===== src/rtl/smb_host_pkg.sv =====
package smb_host_pkg;
   localparam int unsigned OFS_STAT   = 0;
   localparam int unsigned OFS_CTRL   = 2;
   localparam int unsigned OFS_CMD    = 3;
   localparam int unsigned OFS_ADDR   = 4;
   localparam int unsigned OFS_DAT0   = 5;
   localparam int unsigned OFS_DAT1   = 6;
   localparam int unsigned OFS_BLK    = 7;
   localparam int unsigned OFS_PEC    = 8;
   localparam int unsigned OFS_AUXSTS = 12;
   localparam int unsigned OFS_AUXCTL = 13;

   localparam int unsigned CB_KILL  = 1;
   localparam int unsigned CB_START = 6;
   localparam int unsigned CB_PEC   = 7;

   localparam logic [7:0] STAT_W1C  = 8'h9E;
   localparam logic [7:0] STAT_GATE = 8'h1F;

   typedef enum logic [2:0] {
      XK_QUICK = 3'd0,
      XK_BYTE  = 3'd1,
      XK_BDATA = 3'd2,
      XK_WORD  = 3'd3,
      XK_PCALL = 3'd4,
      XK_BLOCK = 3'd5,
      XK_I2CBK = 3'd6,
      XK_RSVD  = 3'd7
   } xfer_kind_e;

   typedef struct packed {
      logic done;
      logic nack;
      logic coll;
      logic fail;
      logic byte_ev;
   } eng_evt_t;
endpackage


===== src/rtl/smb_stat_flags.sv =====
module smb_stat_flags
   import smb_host_pkg::*;
#(
   parameter int DW = 8
) (
   input  logic          clk,
   input  logic          rst_n,
   input  logic          clr_we,
   input  logic [DW-1:0] clr_bits,
   input  logic          go_req,
   input  logic          kill_req,
   input  eng_evt_t      evt,
   output logic [DW-1:0] stat_q
);
   localparam logic [DW-1:0] W1C = DW'(STAT_W1C);

   logic          busy_q;
   logic [DW-1:0] flag_q;
   logic [DW-1:0] set_v;
   logic [DW-1:0] clr_v;
   logic          any_err;
   logic          ending;

   assign any_err = evt.nack | evt.coll | evt.fail;
   assign ending  = busy_q & (evt.done | any_err | kill_req);

   always_comb begin
      set_v    = '0;
      set_v[7] = busy_q & evt.byte_ev;
      set_v[4] = busy_q & (evt.fail | kill_req);
      set_v[3] = busy_q & evt.coll & ~kill_req;
      set_v[2] = busy_q & evt.nack & ~kill_req;
      set_v[1] = busy_q & evt.done & ~any_err & ~kill_req;
      clr_v    = clr_we ? (clr_bits & W1C) : '0;
   end

   always_ff @(posedge clk or negedge rst_n) begin
      if (!rst_n) begin
         busy_q <= 1'b0;
         flag_q <= '0;
      end else begin
         flag_q <= ((flag_q & ~clr_v) | set_v) & W1C;
         if (go_req)
            busy_q <= 1'b1;
         else if (ending)
            busy_q <= 1'b0;
      end
   end

   assign stat_q = (flag_q & W1C) | {{(DW-1){1'b0}}, busy_q};
endmodule


===== src/rtl/smb_launch.sv =====
module smb_launch
   import smb_host_pkg::*;
#(
   parameter int DW = 8
) (
   input  logic          clk,
   input  logic          rst_n,
   input  logic          ctrl_we,
   input  logic [DW-1:0] wdata,
   input  logic [DW-1:0] stat,
   output logic [DW-1:0] ctrl_q,
   output logic          go_req,
   output logic          kill_req,
   output logic          go_q,
   output logic          abort_q
);
   localparam logic [DW-1:0] GATE  = DW'(STAT_GATE);
   localparam logic [DW-1:0] KEEP  = ~(DW'(1) << CB_START);

   logic blocked;
   assign blocked  = |(stat & GATE);
   assign go_req   = ctrl_we & wdata[CB_START] & ~wdata[CB_KILL] & ~blocked;
   assign kill_req = ctrl_we & wdata[CB_KILL] & stat[0];

   always_ff @(posedge clk or negedge rst_n) begin
      if (!rst_n) begin
         ctrl_q  <= '0;
         go_q    <= 1'b0;
         abort_q <= 1'b0;
      end else begin
         if (ctrl_we)
            ctrl_q <= wdata & KEEP;
         go_q    <= go_req;
         abort_q <= kill_req;
      end
   end
endmodule


===== src/rtl/smb_data_regs.sv =====
module smb_data_regs
   import smb_host_pkg::*;
#(
   parameter int DW      = 8,
   parameter int AW      = 4,
   parameter bit HAS_AUX = 1'b1
) (
   input  logic          clk,
   input  logic          rst_n,
   input  logic          we,
   input  logic [AW-1:0] addr,
   input  logic [DW-1:0] wdata,
   input  logic          cap_en,
   input  xfer_kind_e    kind,
   input  logic [DW-1:0] rx0,
   input  logic [DW-1:0] rx1,
   output logic [DW-1:0] cmd_q,
   output logic [DW-1:0] adr_q,
   output logic [DW-1:0] d0_q,
   output logic [DW-1:0] d1_q,
   output logic [DW-1:0] blk_q,
   output logic [DW-1:0] pec_q,
   output logic [1:0]    aux_q
);
   logic cap0;
   logic cap1;

   assign cap0 = cap_en & ((kind == XK_BYTE) | (kind == XK_BDATA) | (kind == XK_WORD));
   assign cap1 = cap_en & (kind == XK_WORD);

   always_ff @(posedge clk or negedge rst_n) begin
      if (!rst_n) begin
         cmd_q <= '0;
         adr_q <= '0;
         d0_q  <= '0;
         d1_q  <= '0;
         blk_q <= '0;
         pec_q <= '0;
      end else begin
         if (we && addr == AW'(OFS_CMD))  cmd_q <= wdata;
         if (we && addr == AW'(OFS_ADDR)) adr_q <= wdata;
         if (we && addr == AW'(OFS_BLK))  blk_q <= wdata;
         if (we && addr == AW'(OFS_PEC))  pec_q <= wdata;
         if (cap0)
            d0_q <= rx0;
         else if (we && addr == AW'(OFS_DAT0))
            d0_q <= wdata;
         if (cap1)
            d1_q <= rx1;
         else if (we && addr == AW'(OFS_DAT1))
            d1_q <= wdata;
      end
   end

   generate
      if (HAS_AUX) begin : g_aux
         always_ff @(posedge clk or negedge rst_n) begin
            if (!rst_n)
               aux_q <= '0;
            else if (we && addr == AW'(OFS_AUXCTL))
               aux_q <= wdata[1:0];
         end
      end else begin : g_noaux
         assign aux_q = 2'b00;
      end
   endgenerate
endmodule


===== src/rtl/smb_host_regs.sv =====
module smb_host_regs
   import smb_host_pkg::*;
#(
   parameter int DW      = 8,
   parameter int AW      = 4,
   parameter bit HAS_AUX = 1'b1
) (
   input  logic          clk,
   input  logic          rst_n,
   input  logic          reg_we,
   input  logic [AW-1:0] reg_addr,
   input  logic [DW-1:0] reg_wdata,
   output logic [DW-1:0] reg_rdata,
   output logic          eng_go,
   output logic          eng_abort,
   output logic [2:0]    eng_kind,
   output logic [6:0]    eng_target,
   output logic          eng_rnw,
   output logic [DW-1:0] eng_cmd,
   output logic [DW-1:0] eng_tx0,
   output logic [DW-1:0] eng_tx1,
   output logic          eng_pec,
   output logic          eng_blkbuf,
   input  logic          ev_done,
   input  logic          ev_nack,
   input  logic          ev_coll,
   input  logic          ev_fail,
   input  logic          ev_byte,
   input  logic [DW-1:0] ev_rx0,
   input  logic [DW-1:0] ev_rx1
);
   generate
      if (DW != 8) begin : g_bad_dw
         $error("smb_host_regs: DW must be 8, bit positions are fixed");
      end
      if (AW < 4) begin : g_bad_aw
         $error("smb_host_regs: AW must reach offset 13");
      end
   endgenerate

   logic [DW-1:0] stat_q;
   logic [DW-1:0] ctrl_q;
   logic [DW-1:0] cmd_q, adr_q, d0_q, d1_q, blk_q, pec_q;
   logic [1:0]    aux_q;
   logic          go_req, kill_req, cap_en;
   eng_evt_t      evt;

   assign evt = '{done: ev_done, nack: ev_nack, coll: ev_coll,
                  fail: ev_fail, byte_ev: ev_byte};

   smb_launch #(.DW(DW)) u_launch (
      .clk      (clk),
      .rst_n    (rst_n),
      .ctrl_we  (reg_we && reg_addr == AW'(OFS_CTRL)),
      .wdata    (reg_wdata),
      .stat     (stat_q),
      .ctrl_q   (ctrl_q),
      .go_req   (go_req),
      .kill_req (kill_req),
      .go_q     (eng_go),
      .abort_q  (eng_abort)
   );

   smb_stat_flags #(.DW(DW)) u_stat (
      .clk      (clk),
      .rst_n    (rst_n),
      .clr_we   (reg_we && reg_addr == AW'(OFS_STAT)),
      .clr_bits (reg_wdata),
      .go_req   (go_req),
      .kill_req (kill_req),
      .evt      (evt),
      .stat_q   (stat_q)
   );

   assign cap_en = stat_q[0] & ev_done & ~ev_nack & ~ev_coll & ~ev_fail
                   & ~kill_req & adr_q[0];

   smb_data_regs #(.DW(DW), .AW(AW), .HAS_AUX(HAS_AUX)) u_data (
      .clk    (clk),
      .rst_n  (rst_n),
      .we     (reg_we),
      .addr   (reg_addr),
      .wdata  (reg_wdata),
      .cap_en (cap_en),
      .kind   (xfer_kind_e'(ctrl_q[4:2])),
      .rx0    (ev_rx0),
      .rx1    (ev_rx1),
      .cmd_q  (cmd_q),
      .adr_q  (adr_q),
      .d0_q   (d0_q),
      .d1_q   (d1_q),
      .blk_q  (blk_q),
      .pec_q  (pec_q),
      .aux_q  (aux_q)
   );

   always_comb begin
      reg_rdata = '0;
      case (reg_addr)
         AW'(OFS_STAT):   reg_rdata = stat_q;
         AW'(OFS_CTRL):   reg_rdata = ctrl_q;
         AW'(OFS_CMD):    reg_rdata = cmd_q;
         AW'(OFS_ADDR):   reg_rdata = adr_q;
         AW'(OFS_DAT0):   reg_rdata = d0_q;
         AW'(OFS_DAT1):   reg_rdata = d1_q;
         AW'(OFS_BLK):    reg_rdata = blk_q;
         AW'(OFS_PEC):    reg_rdata = pec_q;
         AW'(OFS_AUXSTS): reg_rdata = '0;
         AW'(OFS_AUXCTL): reg_rdata = {{(DW-2){1'b0}}, aux_q};
         default:         reg_rdata = '0;
      endcase
   end

   assign eng_kind   = ctrl_q[4:2];
   assign eng_target = adr_q[7:1];
   assign eng_rnw    = adr_q[0];
   assign eng_cmd    = cmd_q;
   assign eng_tx0    = d0_q;
   assign eng_tx1    = d1_q;
   assign eng_pec    = ctrl_q[CB_PEC] | aux_q[0];
   assign eng_blkbuf = aux_q[1];
endmodule


===== config.mk =====
export PLATFORM = sky130hd
export DESIGN_NAME = smb_host_regs
export DESIGN_NICKNAME = d
export VERILOG_FILES = /design/src/rtl/smb_host_pkg.sv /design/src/rtl/smb_stat_flags.sv /design/src/rtl/smb_launch.sv /design/src/rtl/smb_data_regs.sv /design/src/rtl/smb_host_regs.sv
export SDC_FILE = /design/constraint.sdc
export NUM_CORES = 1
export LEC_CHECK = 0
export CAP_MARGIN = 20
export CORE_AREA = 5 5 105 107
export CTS_BUF_LIST = sky130_fd_sc_hd__clkbuf_8
export DETAILED_ROUTE_END_ITERATION = 10
export DIE_AREA = 0 0 110 112
export DONT_BUFFER_PORTS = 1
export GPL_TIMING_DRIVEN = 0
export PLACE_DENSITY = 0.54
export SLEW_MARGIN = 20
export SYNTH_ARGS = -nofsm -noshare
export SYNTH_HDL_FRONTEND = slang
export SYNTH_HIERARCHICAL = 1
export SYNTH_SLANG_ARGS = --single-unit

===== constraint.sdc =====
create_clock -name clk -period 4.9 [get_ports clk]
set_clock_uncertainty 0.1 [all_clocks]
set_input_delay 0.245 -clock clk [delete_from_list [all_inputs] [get_ports clk]]
set_output_delay 0.245 -clock clk [all_outputs]
set_load 0.02 [all_outputs]

==> metrics.txt, run 1 <==
# TYPE chip_impl_metric gauge
chip_impl_metric{name="area.growth.synth_to_final",unit="%"} 19.4
chip_impl_metric{name="layout.cell_area.non_filler",unit="um^2"} 4360
chip_impl_metric{name="drt-initial-drc-count",unit=""} 190
chip_impl_metric{name="maxSlewHeadroom",unit=""} 0.517
chip_impl_metric{name="netlist_area",unit="um^2"} 3650
chip_impl_info{name="grt_setup_unrepaired",value="false"} 1
chip_impl_metric{name="finalSetupViolCount",unit=""} 0
chip_impl_metric{name="grt_pass1_vias",unit=""} 3018
chip_impl_metric{name="critical_path_peak_fanout",unit=""} 10
chip_impl_metric{name="cap_viol_max_count",unit=""} 0
chip_impl_metric{name="layout.nets",unit=""} 412
chip_impl_info{name="worst_setup_path_start_kind",value="input port"} 1
chip_impl_metric{name="dpl-instance-area",unit="um^2"} 3820
chip_impl_metric{name="synth_cells",unit=""} 334
chip_impl_info{name="layout.cells.most_common_list",value="65 x sky130_fd_sc_hd__dfrtp_1, 42 x sky130_fd_sc_hd__mux2_2, 29 x sky130_fd_sc_hd__dlygate4sd3_1, 24 x sky130_fd_sc_hd__o21ai_0, 15 x sky130_fd_sc_hd__nor2_1"} 1
chip_impl_metric{name="cts_buffers",unit=""} 9
chip_impl_metric{name="detail_route.wirelength",unit="mm"} 12.4
chip_impl_metric{name="avgSynthCellArea",unit="um^2"} 10.9
chip_impl_info{name="worst-setup-path-type",value="in2reg"} 1
chip_impl_metric{name="start_util",unit=""} 0.363
chip_impl_info{name="ys_dominant_reg_cell",value="sky130_fd_sc_hd__dfrtp_1"} 1
chip_impl_metric{name="worst_setup_hold_path_clk_slew",unit="ns"} 0.08
chip_impl_info{name="crit_path_cell_trace",value="buf_2, buf_2, and4b_1, buf_2, and3_1, nor4_1, and4_1, nand2b_1, clkbuf_1, or2_2, clkbuf_1, a2bb2oi_1"} 1
chip_impl_metric{name="proportion_of_layout_cells_with_a_drive_suffix_above_1",unit=""} 0.226
chip_impl_metric{name="grt_use_total",unit=""} 0.207
chip_impl_metric{name="ios",unit=""} 83
chip_impl_metric{name="clock_sinks",unit=""} 65
chip_impl_metric{name="worstPathRequired",unit="ns"} 5.06
chip_impl_metric{name="drv_slew",unit=""} 0
chip_impl_metric{name="synth.yosys.warnings",unit=""} 6
chip_impl_metric{name="ant_nets",unit=""} 0
chip_impl_metric{name="vdd_ir_drop_max",unit="uV"} 136
chip_impl_metric{name="clkLatencyLatePin",unit="ns"} 0.34
chip_impl_info{name="ys_top_cells_by_area",value="sky130_fd_sc_hd__dfrtp_1 45%, sky130_fd_sc_hd__mux2_2 13%, sky130_fd_sc_hd__o21ai_0 3.3%"} 1
chip_impl_metric{name="place_congestion",unit=""} 0.899
chip_impl_metric{name="cellPowerDensity",unit="nW/um^2"} 369
chip_impl_metric{name="layout_min_cycle_time",unit="ns"} 2.77
chip_impl_metric{name="grt_pass1_wl",unit="mm"} 18.8
chip_impl_info{name="status",value="finished, final reports clean"} 1
chip_impl_metric{name="n_fill_cell",unit=""} 984
chip_impl_info{name="yosys.area.top_type",value="sky130_fd_sc_hd__dfrtp_1"} 1
chip_impl_info{name="layout.cells.most_common",value="sky130_fd_sc_hd__dfrtp_1"} 1
chip_impl_metric{name="clock.fmax",unit="GHz"} 0.361
chip_impl_metric{name="grt_antenna_before_repair",unit=""} 1
chip_impl_metric{name="synth_async_reset_ratio",unit=""} 1.00
chip_impl_info{name="hold_path.class",value="in2reg"} 1
chip_impl_metric{name="timing.setup.tns",unit="ns"} 0
chip_impl_metric{name="synth.top_cell.area_share",unit=""} 0.446
chip_impl_metric{name="area.sequential",unit="um^2"} 1630
chip_impl_metric{name="yosys.cell_types.count",unit=""} 59
chip_impl_info{name="worst_path_max_delay_cell",value="sky130_fd_sc_hd__clkbuf_1"} 1
chip_impl_info{name="cts_root_buffer",value="sky130_fd_sc_hd__clkbuf_8"} 1
chip_impl_metric{name="detail_route.wl_per_cell",unit="um"} 24.1
chip_impl_metric{name="die_width",unit="um"} 110
chip_impl_metric{name="post_synth_edffs",unit=""} 0
chip_impl_metric{name="cts_h_tree_depth",unit=""} 3
chip_impl_metric{name="global_route.overflow_total",unit=""} 0
chip_impl_metric{name="core_area",unit="um^2"} 10000
chip_impl_metric{name="drcViolationCount",unit=""} 0
chip_impl_info{name="critical-path-top-cell-by-count",value="sky130_fd_sc_hd__buf_2"} 1
chip_impl_metric{name="routed_via_density",unit=""} 5.67
chip_impl_metric{name="die_h",unit="um"} 112
chip_impl_metric{name="cp_data_arrival_time",unit="ns"} 2.93
chip_impl_metric{name="post-route-period-util",unit=""} 0.566
chip_impl_metric{name="first_pass_iters",unit=""} 7
chip_impl_metric{name="cts.path.max_buffers",unit=""} 2
chip_impl_metric{name="tightest_slew",unit="ns"} 0.722
chip_impl_metric{name="count_of_buffers_from_port_buffering",unit=""} 0
chip_impl_info{name="worst_setup_path_end_kind",value="flip-flop"} 1
chip_impl_info{name="tritoncts",value="built"} 1
chip_impl_metric{name="finalHoldViolCount",unit=""} 0
chip_impl_metric{name="yosysSeqAreaShare",unit=""} 0.446
chip_impl_metric{name="floorplan.rows",unit=""} 37
chip_impl_metric{name="num_antenna_cells",unit=""} 0
chip_impl_metric{name="delay_of_the_slowest_critical_path_stage",unit="ns"} 0.33
chip_impl_metric{name="p_leak",unit="nW"} 1.87
chip_impl_metric{name="die-area",unit="um^2"} 12300
chip_impl_metric{name="area_occupied_by_multi_input_gates",unit="um^2"} 1840
chip_impl_metric{name="vias",unit=""} 2929
chip_impl_metric{name="largest_net_degree_at_the_start_of_global_routing",unit=""} 66
chip_impl_metric{name="dp_hpwl",unit="mm"} 8.59
chip_impl_metric{name="ys_ff_latch",unit=""} 65
routing by layer:
layer	vias to the layer above	wire, um	global-route usage	share of wire
met5	-	0	0	0
met4	0	282	0.0648	0.023
met3	17	896	0.0643	0.072
met2	90	5920	0.318	0.48
met1	1478	5350	0.275	0.43
li1	1344	-	-	-
where the power goes:
part	internal [W]	switching (W)
registers	0.000645	0.000188
logic	0.000151	0.000143
clock network	0.000273	0.000209
registers in the layout, indices dropped and copies added, names as in the netlist:
name / cells
u_data/adr_q: 8
u_data/blk_q: 8
u_data/cmd_q: 8
u_data/d0_q: 8
u_data/d1_q: 8
u_data/pec_q: 8
u_launch/ctrl_q: 7
u_stat/flag_q: 5
u_data/aux_q: 2
u_launch/abort_q: 1
u_launch/go_q: 1
u_stat/busy_q: 1
per-stage QoR:
stage	utilization	worst slack, ns	hold slack (ns)	instances	total power, W
floorplan	-	2.38	-0.151	335	0.00100
global placement	0.381	1.85	-0.148	471	0.00109
detailed placement	0.381	1.83	-0.147	471	0.00110
CTS	0.433	2.20	0.0132	517	0.00163
global route	0.434	1.98	0.0227	517	0.00168
finish	0.434	2.13	0.0217	517	0.00161
worst max-delay path: cells and delay by family:
| family | cells | cell delay (ns) |
|---|---|---|
| compound gates | 1 | 0.22 |
| buf+inv | 5 | 1.41 |
| simple gates | 6 | 1.04 |
cells in the mapped netlist (6+ instances only):
library cell,instances
sky130_fd_sc_hd__a2bb2oi_1,8
sky130_fd_sc_hd__a31oi_1,8
sky130_fd_sc_hd__and3_1,6
sky130_fd_sc_hd__and3b_1,8
sky130_fd_sc_hd__buf_2,10
sky130_fd_sc_hd__clkbuf_1,8
sky130_fd_sc_hd__dfrtp_1,65
sky130_fd_sc_hd__inv_1,10
sky130_fd_sc_hd__mux2_2,42
sky130_fd_sc_hd__mux2i_1,6
sky130_fd_sc_hd__nand2_1,13
sky130_fd_sc_hd__nand3_1,10
sky130_fd_sc_hd__nor2_1,15
sky130_fd_sc_hd__nor3b_1,6
sky130_fd_sc_hd__o21ai_0,24
sky130_fd_sc_hd__o32a_1,8
cell families after synthesis:
group | share of synthesized area
AO/OA/AOI/OAI | 0.145
buffers and inverters | 0.0538
flip-flops | 0.446
multiplexers | 0.166
other | 0.00206
AND/OR/NAND/NOR | 0.188
cell type report:
class | count | share of cell area
Multi-Input combinational cell | 232 | 0.422
Sequential cell | 65 | 0.373
Tap cell | 136 | 0.0390
Buffer | 28 | 0.0365
Timing Repair Buffer | 30 | 0.0729
Inverter | 10 | 0.00861
Clock buffer | 12 | 0.0379
Clock inverter | 4 | 0.00976
worst paths after layout:
check / from / slack [ns] / depth (start not counted) / to
max in group asynchronous: rst_n / 4.07 / 2 / u_data/pec_q[4]
worst min-delay path: ev_fail / 0.02 / 2 / u_stat/flag_q[4]
worst min register to register: u_launch/ctrl_q[5] / 0.41 / 1 / u_launch/ctrl_q[5]
worst max-delay path: reg_addr[1] / 2.13 / 12 / u_data/d0_q[4]
worst max register to register: u_stat/busy_q / 2.45 / 9 / u_data/d0_q[4]
min in group asynchronous: rst_n / 0.34 / 2 / u_data/d1_q[1]
timing repair:
| action | in CTS | in global routing |
|---|---|---|
| setup endpoints to repair | 0 | 0 |
| hold buffers | 30 | 0 |
| endpoints found under the hold margin | 128 | 0 |
| gates resized for setup | 0 | 0 |
| buffers inserted | 0 | 0 |
No activity file was read; power rests on OpenSTA's default activity.
==> run 2: changes to the inputs <==
--- a/config.mk
+++ b/config.mk
@@ -5,14 +5,15 @@
 export SDC_FILE = /design/constraint.sdc
 export NUM_CORES = 1
 export LEC_CHECK = 0
+export ABC_AREA = 1
 export CAP_MARGIN = 20
-export CORE_AREA = 5 5 105 107
+export CORE_AREA = 5 5 107 109
 export CTS_BUF_LIST = sky130_fd_sc_hd__clkbuf_8
 export DETAILED_ROUTE_END_ITERATION = 10
-export DIE_AREA = 0 0 110 112
+export DIE_AREA = 0 0 112 114
 export DONT_BUFFER_PORTS = 1
 export GPL_TIMING_DRIVEN = 0
-export PLACE_DENSITY = 0.54
+export PLACE_DENSITY = 0.56
 export SLEW_MARGIN = 20
 export SYNTH_ARGS = -nofsm -noshare
 export SYNTH_HDL_FRONTEND = slang
==> constraint.sdc (replaced) <==
create_clock -name clk -period 2.27 [get_ports clk]
set_clock_uncertainty 0.1 [all_clocks]
set_input_delay 0.1135 -clock clk [delete_from_list [all_inputs] [get_ports clk]]
set_output_delay 0.1135 -clock clk [all_outputs]
set_load 0.02 [all_outputs]
==> metrics.txt, run 2 <==
# TYPE chip_impl_metric gauge
chip_impl_metric{name="finalHoldViolCount",unit=""} 0
chip_impl_info{name="synth_most_common_cell",value="sky130_fd_sc_hd__nand2_1"} 1
chip_impl_metric{name="cap_viol_max_count",unit=""} 0
chip_impl_metric{name="synth.top_cell.area_share",unit=""} 0.427
chip_impl_metric{name="global_route_met2_usage",unit=""} 0.331
chip_impl_info{name="yosys.area.top_type",value="sky130_fd_sc_hd__dfrtp_1"} 1
chip_impl_metric{name="worst_setup_hold_path_clk_slew",unit="ns"} 0.08
chip_impl_metric{name="critical_path_peak_fanout",unit=""} 10
chip_impl_info{name="ys_dominant_reg_cell",value="sky130_fd_sc_hd__dfrtp_1"} 1
chip_impl_metric{name="detail_route.wirelength",unit="mm"} 12.7
chip_impl_metric{name="grt_antenna_before_repair",unit=""} 0
chip_impl_info{name="layout.cells.most_common_list",value="167 x sky130_fd_sc_hd__nand2_1, 84 x sky130_fd_sc_hd__nand3_1, 65 x sky130_fd_sc_hd__dfrtp_1, 50 x sky130_fd_sc_hd__inv_1, 45 x sky130_fd_sc_hd__nor2_1"} 1
chip_impl_metric{name="power.combinational.fraction",unit=""} 0.184
chip_impl_info{name="layout.cells.most_common",value="sky130_fd_sc_hd__nand2_1"} 1
chip_impl_metric{name="first_pass_iters",unit=""} 6
chip_impl_metric{name="postLayoutSetupSlackWorst",unit="ns"} 0.122
chip_impl_info{name="critical-path-top-cell-by-count",value="sky130_fd_sc_hd__nand2_1"} 1
chip_impl_metric{name="place_congestion",unit=""} 0.902
chip_impl_metric{name="ys_ff_latch",unit=""} 65
chip_impl_metric{name="floorplan.rows",unit=""} 38
chip_impl_metric{name="die-area",unit="um^2"} 12800
chip_impl_info{name="worst_setup_path_end_kind",value="flip-flop"} 1
chip_impl_metric{name="routed_via_density",unit=""} 5.05
chip_impl_metric{name="grt_use_total",unit=""} 0.201
chip_impl_metric{name="synth_async_reset_ratio",unit=""} 1.00
chip_impl_metric{name="start_util",unit=""} 0.362
chip_impl_metric{name="vdd_ir_drop_max",unit="uV"} 505
chip_impl_info{name="status",value="finished, final reports clean"} 1
chip_impl_info{name="worst_path_max_delay_cell",value="sky130_fd_sc_hd__dfrtp_1"} 1
chip_impl_metric{name="grt_pass1_vias",unit=""} 3587
chip_impl_info{name="crit_path_cell_trace",value="buf_4, inv_1, nor2_1, nor4_1, inv_1, nor2_4, nand2_4, buf_4, nand2_1, nand2_1, nand2_1, nand2_1"} 1
chip_impl_metric{name="cts_buffers",unit=""} 9
chip_impl_metric{name="delay_of_the_slowest_critical_path_stage",unit="ns"} 0.43
chip_impl_metric{name="clock_power_share",unit=""} 0.287
chip_impl_metric{name="cellPowerDensity",unit="nW/um^2"} 723
chip_impl_metric{name="drcViolationCount",unit=""} 0
chip_impl_metric{name="die_h",unit="um"} 114
chip_impl_metric{name="fin_hold_ws",unit="ns"} 0.0271
chip_impl_metric{name="ios",unit=""} 83
chip_impl_info{name="cts_root_buffer",value="sky130_fd_sc_hd__clkbuf_8"} 1
chip_impl_metric{name="layout.nets",unit=""} 607
chip_impl_metric{name="grt_pass1_wl",unit="mm"} 19.7
chip_impl_metric{name="switching_power",unit="W"} 0.00122
chip_impl_metric{name="largest_net_degree_at_the_start_of_global_routing",unit=""} 66
chip_impl_metric{name="worstPathRequired",unit="ns"} 2.41
chip_impl_metric{name="dp_hpwl",unit="mm"} 8.94
chip_impl_metric{name="vias",unit=""} 3605
chip_impl_metric{name="global_route.overflow_total",unit=""} 0
chip_impl_info{name="netlist_top_cells_count",value="167 x sky130_fd_sc_hd__nand2_1, 84 x sky130_fd_sc_hd__nand3_1, 65 x sky130_fd_sc_hd__dfrtp_1"} 1
chip_impl_metric{name="num_antenna_cells",unit=""} 0
chip_impl_metric{name="die_width",unit="um"} 112
chip_impl_metric{name="cts.path.max_buffers",unit=""} 2
chip_impl_metric{name="pre_cts_slack",unit="ns"} -0.242
chip_impl_metric{name="finalSetupViolCount",unit=""} 0
chip_impl_metric{name="drt-initial-drc-count",unit=""} 313
chip_impl_info{name="tritoncts",value="built"} 1
chip_impl_metric{name="globalRouteMet1Util",unit=""} 0.257
chip_impl_metric{name="proportion_of_layout_cells_with_a_drive_suffix_above_1",unit=""} 0.146
chip_impl_metric{name="synth.yosys.warnings",unit=""} 6
chip_impl_info{name="grt_setup_unrepaired",value="true"} 1
chip_impl_metric{name="use_met3",unit=""} 0.0472
chip_impl_info{name="grt_busiest_layer",value="met2"} 1
chip_impl_metric{name="swShare",unit=""} 0.363
chip_impl_metric{name="synth_cells",unit=""} 516
chip_impl_metric{name="count_of_buffers_from_port_buffering",unit=""} 0
chip_impl_metric{name="clock.fmax",unit="GHz"} 0.465
chip_impl_metric{name="core_area",unit="um^2"} 10500
chip_impl_metric{name="power.share.sequential",unit=""} 0.528
chip_impl_metric{name="area.growth.synth_to_final",unit="%"} 21.7
chip_impl_metric{name="yosysSeqAreaShare",unit=""} 0.427
chip_impl_metric{name="drv_slew",unit=""} 0
chip_impl_metric{name="post-route-period-util",unit=""} 0.946
chip_impl_metric{name="cp_data_arrival_time",unit="ns"} 2.29
chip_impl_info{name="worst_setup_path_start_kind",value="flip-flop"} 1
chip_impl_metric{name="avgSynthCellArea",unit="um^2"} 7.38
chip_impl_metric{name="power.internal",unit="W"} 0.00214
chip_impl_metric{name="yosys.cell_types.count",unit=""} 26
chip_impl_metric{name="layout_min_cycle_time",unit="ns"} 2.15
chip_impl_metric{name="total_power",unit="W"} 0.00335
chip_impl_metric{name="post_synth_edffs",unit=""} 0
chip_impl_metric{name="p_leak",unit="nW"} 2.40
chip_impl_metric{name="netlist_area",unit="um^2"} 3810
chip_impl_info{name="hold_path.class",value="in2reg"} 1
chip_impl_info{name="worst-setup-path-type",value="reg2reg"} 1
chip_impl_metric{name="ant_nets",unit=""} 0
chip_impl_metric{name="clock_sinks",unit=""} 65
chip_impl_metric{name="clkLatencyLatePin",unit="ns"} 0.34
chip_impl_metric{name="detail_route.wl_per_cell",unit="um"} 17.8
chip_impl_metric{name="cts_h_tree_depth",unit=""} 3
chip_impl_info{name="ys_top_cells_by_area",value="sky130_fd_sc_hd__dfrtp_1 43%, sky130_fd_sc_hd__nand2_1 16%, sky130_fd_sc_hd__nand3_1 11%"} 1
-- run 2: cell count changes after synthesis, moves of 18 or more --
cell	delta
sky130_fd_sc_hd__nand2_1	+154
sky130_fd_sc_hd__o21ai_1	+18
sky130_fd_sc_hd__mux2_2	-42
sky130_fd_sc_hd__nor2_1	+31
sky130_fd_sc_hd__nand3_1	+74
sky130_fd_sc_hd__inv_1	+40
-- run 2: cell families (layout without fill, tap and decap cells) --
family	after synthesis	in the layout	synth area share
flops	65	65	0.427
simple gates	328	328	0.397
buf+inv	78	135	0.102
compound gates	43	43	0.0723
other cells	2	3	0.00197
-- run 2: cell type report --
cell class              instances  area, um^2
plain buffers                  21         176
clock buffers                  10         138
clock inverters                 4        45.0
fillers                      1062        5870
inverters                      57         214
multi-input cells             374        1810
flip-flops and latches         65        1630
well taps                     140         175
repair buffers                 43         445
-- run 2: final timing paths --
kind,depth (start not counted),slack (ns),startpoint,to
max,12,0.12,u_stat/busy_q,u_data/d0_q[6]
min,2,0.03,reg_wdata[1],u_data/cmd_q[1]
max reg2reg,12,0.12,u_stat/busy_q,u_data/d0_q[6]
min reg2reg,2,0.39,u_data/blk_q[0],u_data/blk_q[0]
max in group asynchronous,2,1.57,rst_n,u_data/cmd_q[5]
min in group asynchronous,2,0.19,rst_n,u_data/adr_q[3]
-- run 2: worst max-delay path: cells and delay by family, from the launching register on --
family	cells	cell delay (ns)
buf+inv	4	0.54
flops	1	0.43
simple gates	8	0.98
-- run 2: metal layers --
| metal | part of all wire | wire, um |
|---|---|---|
| met1 | 0.43 | 5460 |
| met3 | 0.064 | 816 |
| met2 | 0.48 | 6120 |
| met5 | 0 | 0 |
| met4 | 0.027 | 348 |
-- run 2: timing repair --
item / 4_1_cts / 5_1_grt
hold buffers: 42 / 0
setup buffers: 0 / 1
setup endpoints to repair: 0 / 18
resized for setup: 0 / 5
endpoints found under the hold margin: 130 / 0
-- run 2: metrics by stage --
| step | utilization | std cells | cell area, um^2 | TNS [ns] |
|---|---|---|---|---|
| floorplan | - | 517 | 3810 | 0 |
| global route | 0.441 | 714 | 4630 | -0.172 |
| CTS | 0.438 | 713 | 4610 | 0 |
| finish | 0.441 | 714 | 4630 | 0 |
| global placement | 0.379 | 657 | 3990 | -2.78 |
| detailed placement | 0.379 | 657 | 3990 | -2.88 |
-- run 2: power by group through the flow --
stage	clock network [W]	registers, W	logic [W]
final	0.000964	0.00177	0.000618
after global routing	0.00104	0.00180	0.000699
after CTS	0.000987	0.00178	0.000610
after detailed placement	0	0.00180	0.000501
after global placement	0	0.00179	0.000489
after floorplan	0	0.00170	0.000413
==> run 3: changes to the inputs <==
--- a/config.mk
+++ b/config.mk
@@ -7,10 +7,10 @@
 export LEC_CHECK = 0
 export ABC_AREA = 1
 export CAP_MARGIN = 20
-export CORE_AREA = 5 5 107 109
+export CORE_AREA = 4 4 106 108
 export CTS_BUF_LIST = sky130_fd_sc_hd__clkbuf_8
 export DETAILED_ROUTE_END_ITERATION = 10
-export DIE_AREA = 0 0 112 114
+export DIE_AREA = 0 0 110 112
 export DONT_BUFFER_PORTS = 1
 export GPL_TIMING_DRIVEN = 0
 export PLACE_DENSITY = 0.56
==> metrics.txt, run 3 (same netlist as run 2, synthesis figures left out) <==
# TYPE chip_impl_metric gauge
chip_impl_metric{name="delay_of_the_slowest_critical_path_stage",unit="ns"} 0.43
chip_impl_metric{name="met3RoutedLength",unit="mm"} 1.00
chip_impl_metric{name="start_util",unit=""} 0.372
chip_impl_metric{name="dp_hpwl",unit="mm"} 8.86
chip_impl_metric{name="cts.path.max_buffers",unit=""} 2
chip_impl_metric{name="layout.cell_area.non_filler",unit="um^2"} 4680
chip_impl_metric{name="vias",unit=""} 3659
chip_impl_metric{name="cap_viol_max_count",unit=""} 0
chip_impl_metric{name="drv_slew",unit=""} 0
chip_impl_metric{name="drt-initial-drc-count",unit=""} 479
chip_impl_metric{name="core_area",unit="um^2"} 10200
chip_impl_metric{name="first_pass_iters",unit=""} 5
chip_impl_metric{name="layout.nets",unit=""} 611
chip_impl_info{name="dr.max_layer_used",value="met4"} 1
chip_impl_metric{name="vdd_ir_drop_max",unit="uV"} 281
chip_impl_metric{name="die_width",unit="um"} 110
chip_impl_metric{name="num_antenna_cells",unit=""} 0
chip_impl_info{name="worst_r2r_startpoint",value="u_stat/busy_q"} 1
chip_impl_metric{name="final_util",unit=""} 0.458
chip_impl_metric{name="fin_hold_ws",unit="ns"} 0.0336
chip_impl_metric{name="clock_sinks",unit=""} 65
chip_impl_metric{name="grt_pass1_wl",unit="mm"} 20.1
chip_impl_metric{name="post-route-period-util",unit=""} 0.919
chip_impl_info{name="worst-setup-path-type",value="reg2reg"} 1
chip_impl_metric{name="route.layer.met1.wl",unit="mm"} 5.25
chip_impl_info{name="critical-path-top-cell-by-count",value="sky130_fd_sc_hd__nand2_1"} 1
chip_impl_metric{name="area_occupied_by_multi_input_gates",unit="um^2"} 1800
chip_impl_metric{name="finalSetupViolCount",unit=""} 0
chip_impl_metric{name="area.growth.synth_to_final",unit="%"} 23.0
chip_impl_metric{name="finalHoldViolCount",unit=""} 0
chip_impl_metric{name="n_fill_cell",unit=""} 1012
chip_impl_info{name="cts_root_buffer",value="sky130_fd_sc_hd__clkbuf_8"} 1
chip_impl_info{name="status",value="finished, final reports clean"} 1
chip_impl_info{name="hold_start",value="reg_addr[0]"} 1
chip_impl_metric{name="clock.fmax",unit="GHz"} 0.479
chip_impl_info{name="layout.cells.most_common",value="sky130_fd_sc_hd__nand2_1"} 1
chip_impl_metric{name="worst_setup_hold_path_clk_slew",unit="ns"} 0.08
chip_impl_metric{name="area.sequential",unit="um^2"} 1630
chip_impl_metric{name="worstPathBufferInverterCount",unit=""} 4
chip_impl_metric{name="cp_data_arrival_time",unit="ns"} 2.24
chip_impl_info{name="grt_setup_unrepaired",value="true"} 1
chip_impl_metric{name="dpl-instance-area",unit="um^2"} 3980
chip_impl_info{name="tritoncts",value="built"} 1
chip_impl_metric{name="cts_h_tree_depth",unit=""} 3
chip_impl_metric{name="total_power",unit="W"} 0.00349
chip_impl_info{name="worst_setup_path_end_kind",value="flip-flop"} 1
chip_impl_metric{name="grt_use_total",unit=""} 0.215
chip_impl_metric{name="ant_nets",unit=""} 0
chip_impl_metric{name="cellPowerDensity",unit="nW/um^2"} 745
chip_impl_metric{name="detail_route.wl_per_cell",unit="um"} 17.7
chip_impl_metric{name="grt_antenna_before_repair",unit=""} 0
chip_impl_metric{name="largest_net_degree_at_the_start_of_global_routing",unit=""} 66
chip_impl_metric{name="critical_path_peak_fanout",unit=""} 10
chip_impl_info{name="worst_path_max_delay_cell",value="sky130_fd_sc_hd__dfrtp_1"} 1
chip_impl_metric{name="drcViolationCount",unit=""} 0
chip_impl_info{name="hold_path.class",value="in2reg"} 1
chip_impl_info{name="cp_top_family",value="simple AND/OR/NAND/NOR gates"} 1
chip_impl_metric{name="proportion_of_layout_cells_with_a_drive_suffix_above_1",unit=""} 0.157
chip_impl_info{name="worst_setup_path_start_kind",value="flip-flop"} 1
chip_impl_metric{name="place_congestion",unit=""} 0.907
chip_impl_metric{name="floorplan.rows",unit=""} 37
chip_impl_metric{name="cts_buffers",unit=""} 9
chip_impl_info{name="worstSetupStartpoint",value="u_stat/busy_q"} 1
chip_impl_metric{name="grt_pass1_vias",unit=""} 3621
chip_impl_metric{name="routed_via_density",unit=""} 5.11
chip_impl_metric{name="final_cells",unit=""} 716
chip_impl_info{name="crit_path_cell_trace",value="buf_4, inv_1, nor2_1, nor4_1, inv_1, nor2_4, nand2_2, buf_4, nand2_1, nand2_1, nand2_1, nand2_1"} 1
chip_impl_metric{name="ios",unit=""} 83
chip_impl_metric{name="count_of_buffers_from_port_buffering",unit=""} 0
chip_impl_metric{name="detail_route.wirelength",unit="mm"} 12.6
chip_impl_metric{name="die_h",unit="um"} 112
chip_impl_metric{name="worstPathRequired",unit="ns"} 2.42
chip_impl_metric{name="placed_cells",unit=""} 653
chip_impl_metric{name="clkLatencyLatePin",unit="ns"} 0.36
chip_impl_metric{name="layout_min_cycle_time",unit="ns"} 2.09
chip_impl_metric{name="global_route.overflow_total",unit=""} 0
chip_impl_metric{name="p_leak",unit="nW"} 2.41
chip_impl_info{name="layout.cells.most_common_list",value="167 x sky130_fd_sc_hd__nand2_1, 84 x sky130_fd_sc_hd__nand3_1, 64 x sky130_fd_sc_hd__dfrtp_1, 50 x sky130_fd_sc_hd__inv_1, 45 x sky130_fd_sc_hd__nor2_1"} 1
chip_impl_metric{name="met2_wirelength",unit="mm"} 5.98
chip_impl_metric{name="die-area",unit="um^2"} 12300
## run 3: cell count changes in the layout (fill, tap and decap cells not counted), sizes merged
cell and change:
bufinv +1, buf +5, clkinvlp +1, clkbuf -2
clkinv +1
## run 3: final cells by class
cell class / instances / share of cell area
multi-input combinational: 374 / 0.385
sequential: 65 / 0.347
timing repair buffer: 47 / 0.101
inverter: 57 / 0.0457
buffer: 21 / 0.0371
tap: 136 / 0.0363
clock buffer: 9 / 0.0264
clock inverter: 7 / 0.0203
## run 3: worst paths after layout
check / endpoint / slack, ns / depth (start not counted)
max: u_data/d0_q[6] / 0.18 / 12
min: u_data/d0_q[6] / 0.03 / 5
max reg2reg: u_data/d0_q[6] / 0.18 / 12
min reg2reg: u_data/blk_q[3] / 0.39 / 2
max in group asynchronous: u_data/adr_q[0] / 1.60 / 2
min in group asynchronous: u_data/d0_q[3] / 0.19 / 2
## run 3: what timing repair did
item                       in CTS  in global routing
hold endpoints to repair      130                  0
setup buffers                   0                  5
hold buffers                   42                  0
gates resized for setup         0                  3
setup endpoints to repair       0                 19
## run 3: stage by stage
stage,setup TNS [ns],setup slack (ns)
6_report,0,0.183
3_5_place_dp,-2.04,-0.184
4_1_cts,0,0.117
2_1_floorplan,0,0.252
5_1_grt,-0.0993,-0.0317
3_3_place_gp,-2.35,-0.209
## run 3: layer usage
layer,vias up,GRT usage
li1,1752,-
met1,1717,0.273
met2,153,0.338
met3,37,0.0655
met4,0,0.0898
met5,-,0
## run 3: tightest hold or removal path: cells and delay by family
family	cells	cell delay (ns)
AND/OR/NAND/NOR	4	0.31
buffers and inverters	1	0.03
## run 3: report_power, final
group / switching (W) / internal (W)
registers: 0.000400 / 0.00138
logic: 0.000367 / 0.000240
clock network: 0.000488 / 0.000618
total: 0.00125 / 0.00223
